==> config.mk <==
export PLATFORM = sky130hd
export DESIGN_NAME = burst_addr_seq
export DESIGN_NICKNAME = d
export VERILOG_FILES = /design/src/rtl/bsq_pkg.sv /design/src/rtl/bsq_reset_sync.sv /design/src/rtl/bsq_load_ctrl.sv /design/src/rtl/bsq_beat_counter.sv /design/src/rtl/bsq_order_map.sv /design/src/rtl/burst_addr_seq.sv
export SDC_FILE = /design/constraint.sdc
export NUM_CORES = 1
export LEC_CHECK = 0
export BUFFER_PORTS_ARGS = -buffer_cell sky130_fd_sc_hd__buf_2
export CORE_ASPECT_RATIO = 0.9
export CORE_MARGIN = 3
export CORE_UTILIZATION = 40
export CTS_BUF_LIST = sky130_fd_sc_hd__clkbuf_8
export DETAILED_ROUTE_END_ITERATION = 8
export PLACE_DENSITY = 0.7
export SYNTH_ARGS = -nofsm -noshare
export SYNTH_HDL_FRONTEND = slang
export SYNTH_SLANG_ARGS = --single-unit
==> constraint.sdc <==
create_clock -name clk -period 1.1 [get_ports clk]
set_clock_uncertainty 0.1 [all_clocks]
set_input_delay 0.055 -clock clk [delete_from_list [all_inputs] [get_ports clk]]
set_output_delay 0.055 -clock clk [all_outputs]
set_load 0.02 [all_outputs]
==> src/rtl/bsq_pkg.sv <==
package bsq_pkg;
  typedef enum logic {
    ORD_LINEAR = 1'b0,
    ORD_XOR    = 1'b1
  } order_e;

  localparam int unsigned BEAT_W_DEF = 2;
  localparam int unsigned HI_W_DEF   = 14;
endpackage

==> src/rtl/bsq_reset_sync.sv <==
module bsq_reset_sync #(
  parameter int unsigned STAGES = 2
) (
  input  logic clk,
  input  logic arst_n,
  output logic rst_n_o
);
  logic [STAGES-1:0] sync_q;

  always_ff @(posedge clk or negedge arst_n) begin
    if (!arst_n) begin
      sync_q <= '0;
    end else begin
      sync_q <= {sync_q[STAGES-2:0], 1'b1};
    end
  end

  assign rst_n_o = sync_q[STAGES-1];
endmodule

==> src/rtl/bsq_load_ctrl.sv <==
module bsq_load_ctrl (
  input  logic strobe_cpu_n,
  input  logic strobe_ctl_n,
  input  logic adv_n,
  input  logic cs_n,
  input  logic cs,
  input  logic live_q,
  output logic take,
  output logic load,
  output logic step
);
  logic chip_ok;

  always_comb begin
    take    = !strobe_cpu_n || !strobe_ctl_n;
    chip_ok = !cs_n && cs;
    load    = take && chip_ok;
    // a strobe always masks advance in the same cycle
    step    = !take && !adv_n && live_q;
  end
endmodule

==> src/rtl/bsq_beat_counter.sv <==
module bsq_beat_counter #(
  parameter int unsigned BEAT_W = 2
) (
  input  logic              clk,
  input  logic              rst_n,
  input  logic              load,
  input  logic              step,
  output logic [BEAT_W-1:0] cnt_q
);
  logic [BEAT_W-1:0] cnt_d;
  logic              cnt_en;

  always_comb begin
    cnt_en = load || step;
    cnt_d  = load ? '0 : cnt_q + BEAT_W'(1);
  end

  always_ff @(posedge clk or negedge rst_n) begin
    if (!rst_n) begin
      cnt_q <= '0;
    end else if (cnt_en) begin
      cnt_q <= cnt_d;
    end
  end
endmodule

==> src/rtl/bsq_order_map.sv <==
module bsq_order_map
  import bsq_pkg::*;
#(
  parameter int unsigned BEAT_W = 2
) (
  input  logic [BEAT_W-1:0] start,
  input  logic [BEAT_W-1:0] cnt,
  input  order_e            order,
  output logic [BEAT_W-1:0] beat
);
  logic [BEAT_W-1:0] lin_w;
  logic [BEAT_W-1:0] xor_w;

  assign lin_w = start + cnt;

  for (genvar b = 0; b < BEAT_W; b++) begin : g_xor_bit
    assign xor_w[b] = start[b] ^ cnt[b];
  end

  always_comb begin
    unique case (order)
      ORD_XOR: beat = xor_w;
      default: beat = lin_w;
    endcase
  end
endmodule

==> src/rtl/burst_addr_seq.sv <==
module burst_addr_seq
  import bsq_pkg::*;
#(
  parameter int unsigned ADDR_W = HI_W_DEF,
  parameter int unsigned BEAT_W = BEAT_W_DEF
) (
  input  logic                     clk,
  input  logic                     rst_n,
  input  logic                     strobe_cpu_n,
  input  logic                     strobe_ctl_n,
  input  logic                     adv_n,
  input  logic                     cs_n,
  input  logic                     cs,
  input  logic                     mode_ilv,
  input  logic [ADDR_W+BEAT_W-1:0] addr_in,
  output logic [ADDR_W-1:0]        addr_hi,
  output logic [BEAT_W-1:0]        beat_addr,
  output logic                     burst_live
);
  localparam int unsigned IN_W = ADDR_W + BEAT_W;

  logic              rst_sync_n;
  logic              take, load, step;
  logic [ADDR_W-1:0] hi_q, hi_d;
  logic [BEAT_W-1:0] start_q, start_d;
  logic [BEAT_W-1:0] cnt_q;
  order_e            mode_q, mode_d;
  logic              live_q, live_d;

  bsq_reset_sync #(.STAGES(2)) i_rst_sync (
    .clk     (clk),
    .arst_n  (rst_n),
    .rst_n_o (rst_sync_n)
  );

  bsq_load_ctrl i_load_ctrl (
    .strobe_cpu_n (strobe_cpu_n),
    .strobe_ctl_n (strobe_ctl_n),
    .adv_n        (adv_n),
    .cs_n         (cs_n),
    .cs           (cs),
    .live_q       (live_q),
    .take         (take),
    .load         (load),
    .step         (step)
  );

  bsq_beat_counter #(.BEAT_W(BEAT_W)) i_beat_cnt (
    .clk   (clk),
    .rst_n (rst_sync_n),
    .load  (load),
    .step  (step),
    .cnt_q (cnt_q)
  );

  // next state for the captured fields
  always_comb begin
    hi_d    = addr_in[IN_W-1:BEAT_W];
    start_d = addr_in[BEAT_W-1:0];
    mode_d  = order_e'(mode_ilv);
    live_d  = load;
  end

  always_ff @(posedge clk or negedge rst_sync_n) begin
    if (!rst_sync_n) begin
      hi_q    <= '0;
      start_q <= '0;
      mode_q  <= ORD_LINEAR;
    end else if (load) begin
      hi_q    <= hi_d;
      start_q <= start_d;
      mode_q  <= mode_d;
    end
  end

  always_ff @(posedge clk or negedge rst_sync_n) begin
    if (!rst_sync_n) begin
      live_q <= 1'b0;
    end else if (take) begin
      live_q <= live_d;
    end
  end

  bsq_order_map #(.BEAT_W(BEAT_W)) i_order_map (
    .start (start_q),
    .cnt   (cnt_q),
    .order (mode_q),
    .beat  (beat_addr)
  );

  assign addr_hi    = hi_q;
  assign burst_live = live_q;
endmodule

## Yosys cells after proc, flatten, opt, wreduce, memory -nomap -nowiden

Cells that the tools add are included.
Widths: inputs -> output; s select.

| storage, ports and cells | value |
|---|---|
| word-level logic and storage cells | 23 |
| bits in registers | 22 |
| bits of input ports | 24 |
| output and inout port bits | 17 |

| cells by class | value |
|---|---|
| multiplexer cells | 2 |
| $add $sub $neg | 2 |
| reductions and logical operators | 11 |
| bitwise logic cells | 2 |

Operators by type and width:

| cell | count |
|---|---|
| $logic_not 1->1 | 5 |
| $logic_and 1x1->1 | 4 |
| $mux 2 | 2 |
| $add 2x1->2 const B | 1 |
| $add 2x2->2 | 1 |
| $logic_or 1x1->1 | 2 |
| $xor 1x1->1 | 2 |

## Depth between registers and ports, before layout

| depth | value |
|---|---|
| depth after elaboration | 6 |
| depth in mapped cells | 4 |

## Hierarchy

From an unflattened synthesis, not the netlist that was laid out.

| unflattened totals | value |
|---|---|
| cells, all modules | 55 |
| area, all modules | 924.6 um^2 |

Modules (own cells, without submodules):

| module | area an instance (um^2) | cells an instance | instances |
|---|---|---|---|
| burst_addr_seq | 718.2 | 38 | 1 |
| bsq_beat_counter | 88.8 | 7 | 1 |
| bsq_reset_sync | 53.8 | 3 | 1 |
| bsq_order_map | 36.3 | 4 | 1 |
| bsq_load_ctrl | 27.5 | 3 | 1 |

## Worst setup path after synthesis

OpenSTA, ideal clock, no wires.

| timing | value |
|---|---|
| kind | register to register |
| start point | register live_q (netlist: burst_live) |
| end point | register i_beat_cnt.cnt_q[1] |
| slack | -0.117 ns |
| setup time | 0.077 ns |
| buffers on the path | 0 |
| cell stages (with the launch flop) | 4 |
| arrival | 1.040 ns |
| cell sequence | dfrtp_1 > nand4b_1 > or3_1 > a21oi_1 |

| on the way | value |
|---|---|
| word-level cells in the longest chain between the ends | 2 |

Ends and longest elaborated chain:

| item | RTL line | text |
|---|---|---|
| start, declared | burst_addr_seq.sv:28 | `logic live_q, live_d;` |
| start signal, assigned | burst_addr_seq.sv:80 | `live_q <= live_d;` |
| $logic_and 1x1->1 | bsq_load_ctrl.sv:19 | `step = !take && !adv_n && live_q;` |
| $logic_or 1x1->1 | bsq_beat_counter.sv:14 | `cnt_en = load \|\| step;` |
| end signal, assigned | bsq_beat_counter.sv:22 | `cnt_q <= cnt_d;` |
| end, declared | bsq_beat_counter.sv:8 | `output logic [BEAT_W-1:0] cnt_q` |

No other way between the ends.
A chain may end at the register's enable or synchronous reset.

## Worst setup path in the final report

| timing | value |
|---|---|
| start point | register i_beat_cnt.cnt_q[0] |
| end point | output beat_addr[1] |

| on the way | value |
|---|---|
| word-level cells in the longest chain between the ends | 2 |

Ends and longest elaborated chain:

| item | RTL line | text |
|---|---|---|
| $add 2x2->2 | bsq_order_map.sv:14 | `assign lin_w = start + cnt;` |
| $mux 2 | bsq_order_map.sv:21 | `unique case (order)` |
| end, declared | burst_addr_seq.sv:17 | `output logic [BEAT_W-1:0] beat_addr,` |

No other way between the ends.

==> flow_summary.ini <==
[routing]
drc = 0
routed_via_density = 4.61
dr.pass1.iters = 4
finalWirelength_um = 1930
drtIter0Drc = 4
routedWlPerCell_um = 12.9
dr_total_vias = 691
antenna_left = 0

[cells_and_area]
antennaDiodeCount = 0
syn_to_final_growth_pct = 68.4
drive_above_1_share = 0.608
nets = 151

[yosys]
synthesis.instances = 56
synth.distinct_cells = 16
ys_seq_elements = 22
syn_nets = 81
yosysSeqAreaShare = 0.632
yosys_warnings = 0
avgSynthCellArea_um2 = 15.6
syn_area_um2 = 871

[floorplan]
placementRows = 15
coreArea_um2 = 1990
dieArea_um2 = 2770
die_y_um = 50.3
initial_core_util = 0.438
pin_count = 41
die_w_um = 55.2

[grt]
grt_first_pass_wirelength_um = 3200
gr-total-overflow = 0
grt_pass1_vias = 721
antenna_found_initial = 0
grtUsageTotal = 0.160
grt_max_degree = 21

[hold_path]
hp-class = register to async pin

[pwr]
clockPowerShare = 0.252
power.density_nw_per_um2 = 1500
irDropWorstVdd_v = 0.00144
p_leak_uw = 0.000697
p_total_uw = 2200
power.share.combinational = 0.291
swShare = 0.279
p_switching_uw = 616
seqPwrFrac = 0.456
p_int_uw = 1590

[setup_path]
start_kind = register
crit_type = register to output port
ff2ff_setup_slack_ps = -30
reg2reg_from = burst_live$_DFFE_PN0P_
r2r_cells = 5
critPathMaxFanout = 2
r2r-end = i_beat_cnt.cnt_q[0]$_DFFE_PN0P_
crit_start = i_beat_cnt.cnt_q[0]$_DFFE_PN0P_
arrival_ps = 1220
required_ps = 940
endpoint_kind = output port

[place]
dp_slack_ps = -152
gp_congestion = 0.626
dp_hpwl_um = 1310
io_buffers = 40

[sta]
setup_viol_count_final = 3
timing.setup.tns_ps = -470
timing.final.crit_share = 1.25
fin_ws_ps = -275
holdWs_ps = -3.34
min_period_ps = 1380
fmax_mhz = 727
rsz0062_at_grt = true
finalMaxSlewViolations = 0
final_hold_viol_count = 4

[clock_network]
cts.sinks = 22
insertion_delay_ps = 260
tritoncts = done
path_clk_slew_ps = 70
cts_root_buf = clkbuf_8
htreeDepth = 1
numCtsBuffers = 3
cts_max_path_buffers = 2

[status]
status = complete, but fails checks
violations = hold timing, setup timing

[job]
drv_cap = 0
-- cell usage after synthesis --
library cell	number	share of area
conb_1	1	0.0043
a21oi_1	1	0.0057
buf_6	2	0.026
a211oi_2	1	0.014
mux2_2	16	0.21
mux2_1	1	0.013
dfrtp_1	22	0.63
nor2_1	1	0.0043
o21ai_0	1	0.0057
nand4b_1	1	0.010
ha_1	1	0.014
xnor2_1	3	0.030
nor2b_1	1	0.0072
a31o_2	1	0.010
inv_1	2	0.0086
or3_1	1	0.0072
-- power groups by stage --
stage / registers, uW / logic, uW / clock network (uW)
6_report: 1010 / 642 / 556
5_1_grt: 1020 / 695 / 602
4_1_cts: 1010 / 638 / 577
3_5_place_dp: 1020 / 538 / 0
3_3_place_gp: 1010 / 528 / 0
2_1_floorplan: 1130 / 205 / 0
-- critical path, cell delays in order, from the launching register on --
cell	delay, ps
dfrtp_1	400
ha_2	170
nor2b_4	120
xnor2_2	120
buf_4	160
-- sequential cells by signal, summed over array words and instances (netlist names) --
| signal | count |
|---|---|
| i_rst_sync.sync_q | 2 |
| start_q | 2 |
| mode_q | 1 |
| burst_live | 1 |
| i_beat_cnt.cnt_q | 2 |
| addr_hi | 14 |
-- layout make-up --
cell class | instances | area, um2
sequential | 22 | 552
fill | 138 | 523
timing repair buffer | 67 | 498
multi-input combinational | 30 | 323
clock buffer | 4 | 55.1
tap | 25 | 31.3
inverter | 2 | 7.51
-- layout by cell type, fill, tap and decap left out, drive strengths merged, types with 2 or more instances in the layout --
cell         count
xnor2            3
mux2            17
clkbuf           4
buf             48
dlygate4sd3     19
inv              2
dfrtp           22
-- timing repair --
action / 4_1_cts / 5_1_grt
buffers inserted: 2 / 0
endpoints found under the hold margin: 19 / 0
hold buffers: 19 / 0
endpoints found under the setup margin: 3 / 5
resized for setup: 10 / 3
pin swaps: 3 / 2
-- metrics by stage --
| stage | instances | instance area, um2 | utilization |
|---|---|---|---|
| floorplan | 56 | 880 | - |
| global placement | 125 | 1160 | 0.582 |
| detailed placement | 125 | 1160 | 0.582 |
| CTS | 150 | 1460 | 0.733 |
| global route | 150 | 1470 | 0.737 |
| finish | 150 | 1470 | 0.737 |
-- kinds of logic (layout without fill, tap and decap cells) --
kind of cell    after synthesis  after routing  synth area share
mux                          17             17             0.220
flops                        22             22             0.632
xor+xnor                      3              3            0.0302
fa+ha+maj                     1              1            0.0144
other cells                   1              1           0.00431
buf+inv                       4             73            0.0345
compound gates                4              4            0.0359
simple gates                  4              4            0.0287
-- per-layer routing --
layer / wire length [um] / part of all wire / GRT usage / up-vias
li1: - / - / - / 330
met1: 741 / 0.38 / 0.175 / 333
met2: 1050 / 0.55 / 0.293 / 28
met3: 136 / 0.070 / 0.0623 / 0
met4: 0 / 0 / 0.0121 / 0
met5: 0 / 0 / 0 / -
-- how the worst max path moves through the flow --
stage / to / slack, ps / cells past startpoint
3_5_place_dp: addr_hi[2]$_DFFE_PN0P_ / -150 / 4
5_1_grt: beat_addr[1] / -330 / 4
6_report: beat_addr[1] / -280 / 4
2_1_floorplan: i_beat_cnt.cnt_q[1]$_DFFE_PN0P_ / -60 / 3
3_3_place_gp: start_q[0]$_DFFE_PN0P_ / -120 / 4
4_1_cts: beat_addr[1] / -280 / 4
Power figures use the tool's default switching activity.
